===== config.mk =====
export PLATFORM = sky130hd
export DESIGN_NAME = sync_serial_rx
export DESIGN_NICKNAME = d
export VERILOG_FILES = /design/src/rtl/sync_rx_pkg.sv /design/src/rtl/sync_rx_sync.sv /design/src/rtl/sync_rx_shifter.sv /design/src/rtl/sync_rx_flags.sv /design/src/rtl/sync_serial_rx.sv
export SDC_FILE = /design/constraint.sdc
export NUM_CORES = 1
export LEC_CHECK = 0
export ABC_AREA = 1
export BUFFER_PORTS_ARGS = -buffer_cell sky130_fd_sc_hd__buf_4
export CAP_MARGIN = 20
export CORE_UTILIZATION = 25
export CTS_CLUSTER_SIZE = 12
export DETAILED_ROUTE_END_ITERATION = 10
export PLACE_DENSITY_LB_ADDON = 0.15
export SLEW_MARGIN = 10
export SYNTH_ARGS = -nofsm -noshare
export SYNTH_HDL_FRONTEND = slang
export SYNTH_HIERARCHICAL = 1
export SYNTH_SLANG_ARGS = --single-unit

===== constraint.sdc =====
create_clock -name clk -period 2.6 [get_ports clk]
set_input_delay 0.26 -clock clk [delete_from_list [all_inputs] [get_ports clk]]
set_output_delay 0.26 -clock clk [all_outputs]
set_load 0.05 [all_outputs]

===== src/rtl/sync_rx_pkg.sv =====
package sync_rx_pkg;

    localparam int RX_W  = 8;
    localparam int CNT_W = $clog2(RX_W);

    typedef logic [RX_W-1:0]  rx_word_t;
    typedef logic [CNT_W-1:0] rx_cnt_t;

    typedef struct packed {
        logic     valid;
        rx_word_t bits;
    } rx_frame_t;

    typedef enum logic [1:0] {
        UPD_NONE    = 2'd0,
        UPD_STORE   = 2'd1,
        UPD_OVERRUN = 2'd2
    } rx_upd_e;

    // Decide what a completed frame does, given the flag after any clear.
    function automatic rx_upd_e classify(input logic done, input logic full_eff);
        if (!done)
            return UPD_NONE;
        else if (full_eff)
            return UPD_OVERRUN;
        else
            return UPD_STORE;
    endfunction

endpackage


===== src/rtl/sync_rx_sync.sv =====
module sync_rx_sync #(
    parameter int STAGES = 2
) (
    input  logic clk,
    input  logic rst,
    input  logic sclk_i,
    input  logic sdata_i,
    output logic rise_o,
    output logic data_o
);
    logic [STAGES-1:0] sc_q;
    logic [STAGES-1:0] sd_q;
    logic              prev_q;

    generate
        if (STAGES == 1) begin : g_one
            always_ff @(posedge clk) begin
                if (rst) begin
                    sc_q <= '0;
                    sd_q <= '0;
                end else begin
                    sc_q <= sclk_i;
                    sd_q <= sdata_i;
                end
            end
        end else begin : g_chain
            always_ff @(posedge clk) begin
                if (rst) begin
                    sc_q <= '0;
                    sd_q <= '0;
                end else begin
                    sc_q <= {sc_q[STAGES-2:0], sclk_i};
                    sd_q <= {sd_q[STAGES-2:0], sdata_i};
                end
            end
        end
    endgenerate

    always_ff @(posedge clk) begin
        if (rst) prev_q <= 1'b0;
        else     prev_q <= sc_q[STAGES-1];
    end

    assign rise_o = sc_q[STAGES-1] & ~prev_q;
    assign data_o = sd_q[STAGES-1];


    single_rise_chk: assert property (@(posedge clk) disable iff (rst)
        rise_o |=> !rise_o);

endmodule


===== src/rtl/sync_rx_shifter.sv =====
module sync_rx_shifter
    import sync_rx_pkg::*;
(
    input  logic      clk,
    input  logic      rst,
    input  logic      en_i,
    input  logic      lock_i,
    input  logic      rise_i,
    input  logic      data_i,
    output rx_frame_t frame_o
);
    rx_cnt_t   cnt_q;
    rx_word_t  sh_q;
    rx_word_t  sh_nxt;
    rx_frame_t frame_q;
    logic      last_bit;

    assign sh_nxt   = {data_i, sh_q[RX_W-1:1]};
    assign last_bit = (cnt_q == rx_cnt_t'(RX_W - 1));

    always_ff @(posedge clk) begin
        if (rst || !en_i || lock_i) begin
            cnt_q   <= '0;
            sh_q    <= '0;
            frame_q <= '0;
        end else begin
            frame_q.valid <= 1'b0;
            if (rise_i) begin
                sh_q <= sh_nxt;
                if (last_bit) begin
                    cnt_q         <= '0;
                    frame_q.valid <= 1'b1;
                    frame_q.bits  <= sh_nxt;
                end else begin
                    cnt_q <= cnt_q + 1'b1;
                end
            end
        end
    end

    assign frame_o = frame_q;


    lock_hold_chk: assert property (@(posedge clk) disable iff (rst)
        lock_i |=> (cnt_q == '0) && !frame_q.valid);


    disable_hold_chk: assert property (@(posedge clk) disable iff (rst)
        !en_i |=> (cnt_q == '0));


    done_pulse_chk: assert property (@(posedge clk) disable iff (rst)
        frame_q.valid |=> !frame_q.valid);

endmodule


===== src/rtl/sync_rx_flags.sv =====
module sync_rx_flags
    import sync_rx_pkg::*;
(
    input  logic      clk,
    input  logic      rst,
    input  rx_frame_t frame_i,
    input  logic      clr_full_i,
    input  logic      clr_ovr_i,
    input  logic      irq_en_i,
    output rx_word_t  rdata_o,
    output logic      full_o,
    output logic      ovr_o,
    output logic      irq_full_o,
    output logic      irq_err_o
);
    rx_word_t rdr_q;
    logic     full_q;
    logic     ovr_q;
    logic     full_eff;
    rx_upd_e  upd;

    assign full_eff = full_q & ~clr_full_i;
    assign upd      = classify(frame_i.valid, full_eff);

    always_ff @(posedge clk) begin
        if (rst) begin
            rdr_q  <= '0;
            full_q <= 1'b0;
            ovr_q  <= 1'b0;
        end else begin
            if (clr_full_i) full_q <= 1'b0;
            if (clr_ovr_i)  ovr_q  <= 1'b0;
            case (upd)
                UPD_STORE: begin
                    rdr_q  <= frame_i.bits;
                    full_q <= 1'b1;
                end
                UPD_OVERRUN: ovr_q <= 1'b1;
                default: ;
            endcase
        end
    end

    assign rdata_o    = rdr_q;
    assign full_o     = full_q;
    assign ovr_o      = ovr_q;
    assign irq_full_o = full_q & irq_en_i;
    assign irq_err_o  = ovr_q & irq_en_i;


    rdr_only_on_store_chk: assert property (@(posedge clk) disable iff (rst)
        !$stable(rdr_q) |-> $rose(full_q) || $past(full_q));


    full_rise_from_frame_chk: assert property (@(posedge clk) disable iff (rst)
        $rose(full_q) |-> $past(frame_i.valid));


    overrun_keeps_data_chk: assert property (@(posedge clk) disable iff (rst)
        $rose(ovr_q) |-> $stable(rdr_q) && $past(full_q));

endmodule


===== src/rtl/sync_serial_rx.sv =====
module sync_serial_rx
    import sync_rx_pkg::*;
#(
    parameter int SYNC_STAGES = 2
) (
    input  logic            clk,
    input  logic            rst,
    input  logic            sclk_i,
    input  logic            sdata_i,
    input  logic            rx_en_i,
    input  logic            irq_en_i,
    input  logic            clr_full_i,
    input  logic            clr_ovr_i,
    output logic [RX_W-1:0] rdata_o,
    output logic            full_o,
    output logic            ovr_o,
    output logic            lock_o,
    output logic            irq_full_o,
    output logic            irq_err_o
);
    logic      rise;
    logic      sbit;
    rx_frame_t frame;
    logic      ovr;

    sync_rx_sync #(.STAGES(SYNC_STAGES)) u_sync (
        .clk     (clk),
        .rst     (rst),
        .sclk_i  (sclk_i),
        .sdata_i (sdata_i),
        .rise_o  (rise),
        .data_o  (sbit)
    );

    sync_rx_shifter u_shift (
        .clk     (clk),
        .rst     (rst),
        .en_i    (rx_en_i),
        .lock_i  (ovr),
        .rise_i  (rise),
        .data_i  (sbit),
        .frame_o (frame)
    );

    sync_rx_flags u_flags (
        .clk        (clk),
        .rst        (rst),
        .frame_i    (frame),
        .clr_full_i (clr_full_i),
        .clr_ovr_i  (clr_ovr_i),
        .irq_en_i   (irq_en_i),
        .rdata_o    (rdata_o),
        .full_o     (full_o),
        .ovr_o      (ovr),
        .irq_full_o (irq_full_o),
        .irq_err_o  (irq_err_o)
    );

    assign ovr_o  = ovr;
    assign lock_o = ovr;

endmodule


==> flow_metrics.env, run 1 <==
export IMPL_layout_nets=205
export IMPL_yosys_register_bits=34
export IMPL_mappedNetlistNets=185
export IMPL_yosys_warnings=6
export IMPL_power_density_cell_area_nw_per_um2=576
export IMPL_finClkSkew_ns=0.00526
export IMPL_worstHoldPathType="in2reg"
export IMPL_cts_htree_levels=2
export IMPL_max_clock_path_buffers=2
export IMPL_io_buffers=20
export IMPL_critical_path_top_delay_family="simple AND/OR/NAND/NOR gates"
export IMPL_cell_leakage_power_nw=0.666
export IMPL_synthDominantAreaCellType="dfxtp_1"
export IMPL_period_minus_slack_ns=1.43
export IMPL_reg2reg_setup_slack_ns=1.17
export IMPL_drt_pass1_iterations=4
export IMPL_crit_arrival_ns=1.59
export IMPL_grt_usage_pct=10.1
export IMPL_grt_overflow=0
export IMPL_final_max_slew_viol_count=0
export IMPL_unrepaired_setup_endpoints_after_global_routing="no"
export IMPL_cts_buffers_inserted=5
export IMPL_worstSetupPathDepth=6
export IMPL_worst_path_max_delay_cell="nor2_1"
export IMPL_yosys_cell_types_count=17
export IMPL_boundaryPins=21
export IMPL_ctsResizeCount=0
export IMPL_areaGrowthSynthToFinish_pct=18.9
export IMPL_r2r_worst_path_cells=6
export IMPL_grt_first_pass_wirelength_um=4620
export IMPL_count_of_flip_flops_with_a_built_in_enable_after_synthesis=0
export IMPL_mappedNetlistArea_um2=1400
export IMPL_die_area_um2=5900
export IMPL_worst_setup_path_start_kind="flop"
export IMPL_grt_start_max_net_pins=19
export IMPL_tritoncts_sink_count=34
export IMPL_worstReg2RegEnd="u_shift/frame_o[4]$_SDFFE_PP0P_"
export IMPL_num_antenna_cells=0
export IMPL_min_period_over_period_pct=54.9
export IMPL_synth_area_top_cells="dfxtp_1 (49%), nand2_1 (10%), a21oi_1 (6.4%)"
export IMPL_clk_insertion_delay_late_ns=0.28
export IMPL_worst_hold_startpoint="sdata_i"
export IMPL_synth_main_ff_cell="dfxtp_1"
export IMPL_tritoncts="yes"
export IMPL_initial_util_pct=26.7
export IMPL_route_antenna_remaining_nets=0
export IMPL_synthCells=174
export IMPL_maxSlewHeadroom_pct=59.9
export IMPL_report_final_hold_viol_count=0
export IMPL_cp_slowest_stage_delay_ns=0.43
export IMPL_timing_worst_slew_pin_value_ns=0.601
export IMPL_crit_required_ns=2.76
export IMPL_die_width_um=76.8
export IMPL_timing_setup_critical_path_class="reg2reg"
export IMPL_drt_iter0_drc=45
export IMPL_routed_via_count=1098
export IMPL_clock_tree_root_cell="clkbuf_8"
export IMPL_cp_max_fo=13
export IMPL_postCtsSetupBuffers=0
export IMPL_critical_path_capture_point_type="flop"
export IMPL_detail_route_wl_per_cell_um=10.0
export IMPL_asyncSetResetFlopFracSynth_pct=0
export IMPL_finalWeightedCongestion=0.663
export IMPL_syn_area_per_cell_um2=8.05
export IMPL_outcome="complete, no violations"
export IMPL_grt_antenna_before_repair=0
export IMPL_final_core_utilization_pct=31.8
export IMPL_remaining_drc_errors=0
export IMPL_cp_num_buf_inv=2
export IMPL_cts_clk_slew_worst_paths_ns=0.07
export IMPL_regToRegStartpoint="u_sync/sc_q[1]$_SDFF_PP0_"
export IMPL_sum_neg_setup_slack_ns=0
export IMPL_crit_end="u_shift/frame_o[4]$_SDFFE_PP0P_"
export IMPL_postCtsHoldBufs=0
export IMPL_placed_cells_incl_taps=257
export IMPL_chipHeight_um=76.8
export IMPL_routed_wl_um=2650
export IMPL_drv_cap=0
export IMPL_post_route_cells_drive_above_1_share_pct=22.1
export IMPL_stdcell_count=265
export IMPL_setup_viol=0
export IMPL_synthMostInstantiatedCell="nand2_1"
export IMPL_routed_via_density=4.14
export IMPL_max_clock_freq_mhz=700
export IMPL_row_count=26
export IMPL_netlist_area_leader_share_pct=48.6
export IMPL_placeableCoreArea_um2=5240
export IMPL_final_fill_count=575
export IMPL_place_detailed_hpwl_um=1850
export IMPL_irDropWorstVdd_uv=337
export IMPL_cp_cell_sequence="inv_1, nor2_1, buf_4, nand2_4, nand2_1, a21oi_1"
export IMPL_first_global_vias=1026
export IMPL_synth_seq_area_share_pct=48.6
export IMPL_crit_start="u_sync/sc_q[1]$_SDFF_PP0_"
export IMPL_synth_common_cells="nand2_1 (38), dfxtp_1 (34), inv_1 (22)"
cells by family (layout without fill, tap and decap cells):
family / after synthesis / after routing / share of synthesized area (%)
DFF: 34 / 34 / 48.6
and+or+nand+nor: 79 / 79 / 25.3
buffers and inverters: 31 / 52 / 11.3
adders and majority gates: 3 / 3 / 2.68
AOI/OAI and AO/OA: 27 / 27 / 12.1
routing by layer:
layer | vias to the layer above | track usage, % | wire, um
li1 | 581 | - | -
met1 | 489 | 12.8 | 1350
met2 | 20 | 14.7 | 1120
met3 | 8 | 3.33 | 125
met4 | 0 | 5.77 | 53
met5 | - | 0 | 0
worst reg2reg max path, stage by stage, from the launching register on:
cell	delay, ns
dfxtp_1	0.31
inv_1	0.04
nor2_1	0.43
buf_4	0.30
nand2_4	0.10
nand2_1	0.08
a21oi_1	0.05
report_power, final:
part | internal [mW] | switching (mW)
logic | 0.0134 | 0.0229
registers | 0.524 | 0.00142
clock network | 0.213 | 0.182
area by class of cell:
cell class | count | area [um2] | area share (%)
Tap cell | 70 | 87.6 | 5.26
Timing Repair Buffer | 21 | 158 | 9.47
Clock buffer | 7 | 86.3 | 5.19
Clock inverter | 1 | 5.00 | 0.301
Multi-Input combinational cell | 109 | 561 | 33.7
Sequential cell | 34 | 681 | 40.9
Inverter | 23 | 86.3 | 5.19
stage by stage:
step / total power, mW / worst slack (ns) / hold WS, ns / cell area [um2]
floorplan: 0.562 / 1.24 / 0.329 / 1400
global placement: 0.575 / 1.18 / 0.398 / 1570
detailed placement: 0.575 / 1.13 / 0.399 / 1570
CTS: 0.978 / 1.12 / 0.168 / 1660
global route: 1.01 / 1.01 / 0.175 / 1660
finish: 0.958 / 1.17 / 0.177 / 1660
sequential cells by signal (all words and copies together), names as in the netlist:
register	count
u_sync/sd_q	2
u_shift/sh_q	7
u_flags/rdata_o	8
u_shift/cnt_q	3
u_flags/ovr_o	1
u_flags/full_o	1
u_sync/prev_q	1
u_shift/frame_o	9
u_sync/sc_q	2
placed cells by master (no fill, tap or decap), drive strengths merged:
cell type	n
clkbuf	7
nor2	19
inv	23
buf	21
a21oi	27
nand3b	1
nand3	19
dfxtp	34
nand2	40
clkinv	1
ha	3
how the worst min path moves through the flow:
stage	endpoint	slack, ns	cells after the start
CTS	u_sync/sd_q[0]$_SDFF_PP0_	0.17	3
global placement	u_sync/sd_q[1]$_SDFF_PP0_	0.40	2
finish	u_sync/sd_q[0]$_SDFF_PP0_	0.18	3
detailed placement	u_sync/sc_q[1]$_SDFF_PP0_	0.40	2
global route	u_sync/sd_q[0]$_SDFF_PP0_	0.18	3
floorplan	u_flags/full_o$_SDFFE_PP0P_	0.33	1
No activity file was read; power rests on OpenSTA's default activity.
==> run 2: changes to the inputs <==
==> constraint.sdc (replaced) <==
create_clock -name clk -period 1.38 [get_ports clk]
set_input_delay 0.138 -clock clk [delete_from_list [all_inputs] [get_ports clk]]
set_output_delay 0.138 -clock clk [all_outputs]
set_load 0.05 [all_outputs]
==> run 2 against run 1 <==
  * Register-to-register slack got worse by 1.0 ns
  * Global-route usage decreased by 0.23 points
  * Clock skew increased by 0.00091 ns
  * Non-clock buffer count increased by 1
  * Critical endpoint unchanged
  * Fmax increased by 17%
  * Wire length decreased by 3.2%
  * Clock-buffer cell count unchanged
  * Design area increased by 0.60%
  * Worst setup slack got worse by 1.0 ns
  * Combinational power increased by 89%
==> flow_metrics.env, run 2 (synthesis gave the netlist of run 1 again) <==
export IMPL_outcome="complete, no violations"
export IMPL_tritoncts="yes"
export IMPL_final_fill_count=573
export IMPL_timing_setup_critical_path_class="reg2reg"
export IMPL_clkPwrFrac_pct=40.9
export IMPL_initial_util_pct=26.7
export IMPL_io_buffers=20
export IMPL_min_period_over_period_pct=88.8
export IMPL_unrepaired_setup_endpoints_after_global_routing="no"
export IMPL_layout_nets=206
export IMPL_worstSetupPathDepth=5
export IMPL_crit_required_ns=1.54
export IMPL_hold_path_depth=3
export IMPL_internal_portion_of_total_power_mw=1.42
export IMPL_report_final_hold_viol_count=0
export IMPL_design_power_total_mw=1.79
export IMPL_boundaryPins=21
export IMPL_cts_buffers_inserted=5
export IMPL_worstHoldPathType="in2reg"
export IMPL_cell_leakage_power_nw=0.669
export IMPL_worst_path_max_delay_cell="dfxtp_1"
export IMPL_cp_slowest_stage_delay_ns=0.35
export IMPL_grt_usage_pct=9.84
export IMPL_remaining_drc_errors=0
export IMPL_post_route_cells_drive_above_1_share_pct=23.0
export IMPL_cts_htree_levels=2
export IMPL_setup_viol=0
export IMPL_chipHeight_um=76.8
export IMPL_routed_via_count=1082
export IMPL_detail_route_wl_per_cell_um=9.65
export IMPL_p_comb_share_pct=3.8
export IMPL_critical_path_top_delay_family="adder cells"
export IMPL_cp_max_fo=10
export IMPL_crit_arrival_ns=1.38
export IMPL_clk_insertion_delay_late_ns=0.27
export IMPL_maxSlewHeadroom_pct=78.1
export IMPL_irDropWorstVdd_uv=605
export IMPL_finalWeightedCongestion=0.661
export IMPL_route_antenna_remaining_nets=0
export IMPL_cp_cell_sequence="ha_1, ha_2, nand2_4, nand2_1, a21oi_1"
export IMPL_placeableCoreArea_um2=5240
export IMPL_routed_via_density=4.07
export IMPL_critical_path_capture_point_type="flop"
export IMPL_num_antenna_cells=0
export IMPL_placement_setup_worst_slack_ns=0.0603
export IMPL_grt_start_max_net_pins=22
export IMPL_period_minus_slack_ns=1.23
export IMPL_placed_cells_incl_taps=258
export IMPL_final_max_slew_viol_count=0
export IMPL_drt_iter0_drc=55
export IMPL_final_core_utilization_pct=32.0
export IMPL_sum_neg_setup_slack_ns=0
export IMPL_place_detailed_hpwl_um=1760
export IMPL_clock_tree_root_cell="clkbuf_8"
export IMPL_share_seq_of_total_power_pct=55.3
export IMPL_max_clock_path_buffers=2
export IMPL_finClkSkew_ns=0.00617
export IMPL_net_switching_power_mw=0.376
export IMPL_row_count=26
export IMPL_switch_share_pct=21.0
export IMPL_grt_first_pass_wirelength_um=4730
export IMPL_r2r_worst_path_cells=5
export IMPL_drt_pass1_iterations=4
export IMPL_first_global_vias=1075
export IMPL_max_clock_freq_mhz=816
export IMPL_tritoncts_sink_count=34
export IMPL_largest_register_ffs=9
export IMPL_crit_start="u_shift/cnt_q[0]$_SDFFE_PP0P_"
export IMPL_grt_antenna_before_repair=0
export IMPL_worst_setup_path_start_kind="flop"
export IMPL_timing_worst_slew_pin_value_ns=0.328
export IMPL_die_area_um2=5900
export IMPL_power_density_cell_area_nw_per_um2=1070
export IMPL_worst_hold_startpoint="sdata_i"
export IMPL_mostFrequentLayoutCell="nand2_1"
export IMPL_drv_cap=0
export IMPL_areaGrowthSynthToFinish_pct=19.6
export IMPL_regToRegStartpoint="u_shift/cnt_q[0]$_SDFFE_PP0P_"
export IMPL_cts_clk_slew_worst_paths_ns=0.07
export IMPL_most_common_layout_cells="nand2_1 (38), dfxtp_1 (34), buf_4 (22), inv_1 (22)"
export IMPL_setup_ws_ns=0.154
export IMPL_routed_wl_um=2570
export IMPL_die_width_um=76.8
export IMPL_grt_overflow=0
export IMPL_cp_num_buf_inv=0
export IMPL_stdcell_count=266
==> run 2: layer usage <==
| layer | global-route usage [%] | vias up | part of all wire (%) |
|---|---|---|---|
| met3 | 3.33 | 0 | 3.9 |
| met1 | 12.9 | 477 | 54 |
| met5 | 0 | - | 0 |
| li1 | - | 586 | - |
| met4 | 2.88 | 0 | 0 |
| met2 | 15.2 | 19 | 42 |
==> run 2: path summary, 6_finish.rpt <==
path                                          end  slack, ns
setup / recovery  u_shift/frame_o[4]$_SDFFE_PP0P_       0.15
hold / removal          u_sync/sd_q[0]$_SDFF_PP0_       0.07
hold reg to reg         u_sync/sd_q[1]$_SDFF_PP0_       0.41
setup reg to reg  u_shift/frame_o[4]$_SDFFE_PP0P_       0.15
==> run 2: layout make-up <==
class / instances / area [um2] / area share (%)
clock inverter: 1 / 5.00 / 0.299
sequential: 34 / 681 / 40.7
inverter: 23 / 86.3 / 5.16
clock buffer: 7 / 86.3 / 5.16
tap: 70 / 87.6 / 5.23
timing repair buffer: 22 / 165 / 9.87
multi-input combinational: 109 / 563 / 33.6
==> run 2: through the flow <==
step | area [um2] | hold slack [ns]
after floorplan | 1400 | 0.207
after global placement | 1580 | 0.344
after detailed placement | 1580 | 0.352
after CTS | 1670 | 0.0623
after global routing | 1670 | 0.0708
final | 1670 | 0.0667
==> run 2: power groups by stage <==
stage,clock network (mW),registers (mW),logic [mW]
5_1_grt,0.817,0.990,0.0782
3_5_place_dp,0,1.01,0.0705
6_report,0.733,0.991,0.0687
3_3_place_gp,0,1.01,0.0700
4_1_cts,0.769,0.990,0.0705
2_1_floorplan,0,1.01,0.0458
==> run 2: worst register-to-register path: stages, from the launching register on <==
cell and delay (ns):
dfxtp_1 0.35, ha_1 0.19, ha_2 0.31, nand2_4 0.11, nand2_1 0.08, a21oi_1 0.06
==> run 2: repair_timing <==
action	CTS	global route
resized for setup	0	1
setup buffers	0	0
hold buffers	0	0
setup endpoints to repair	0	8
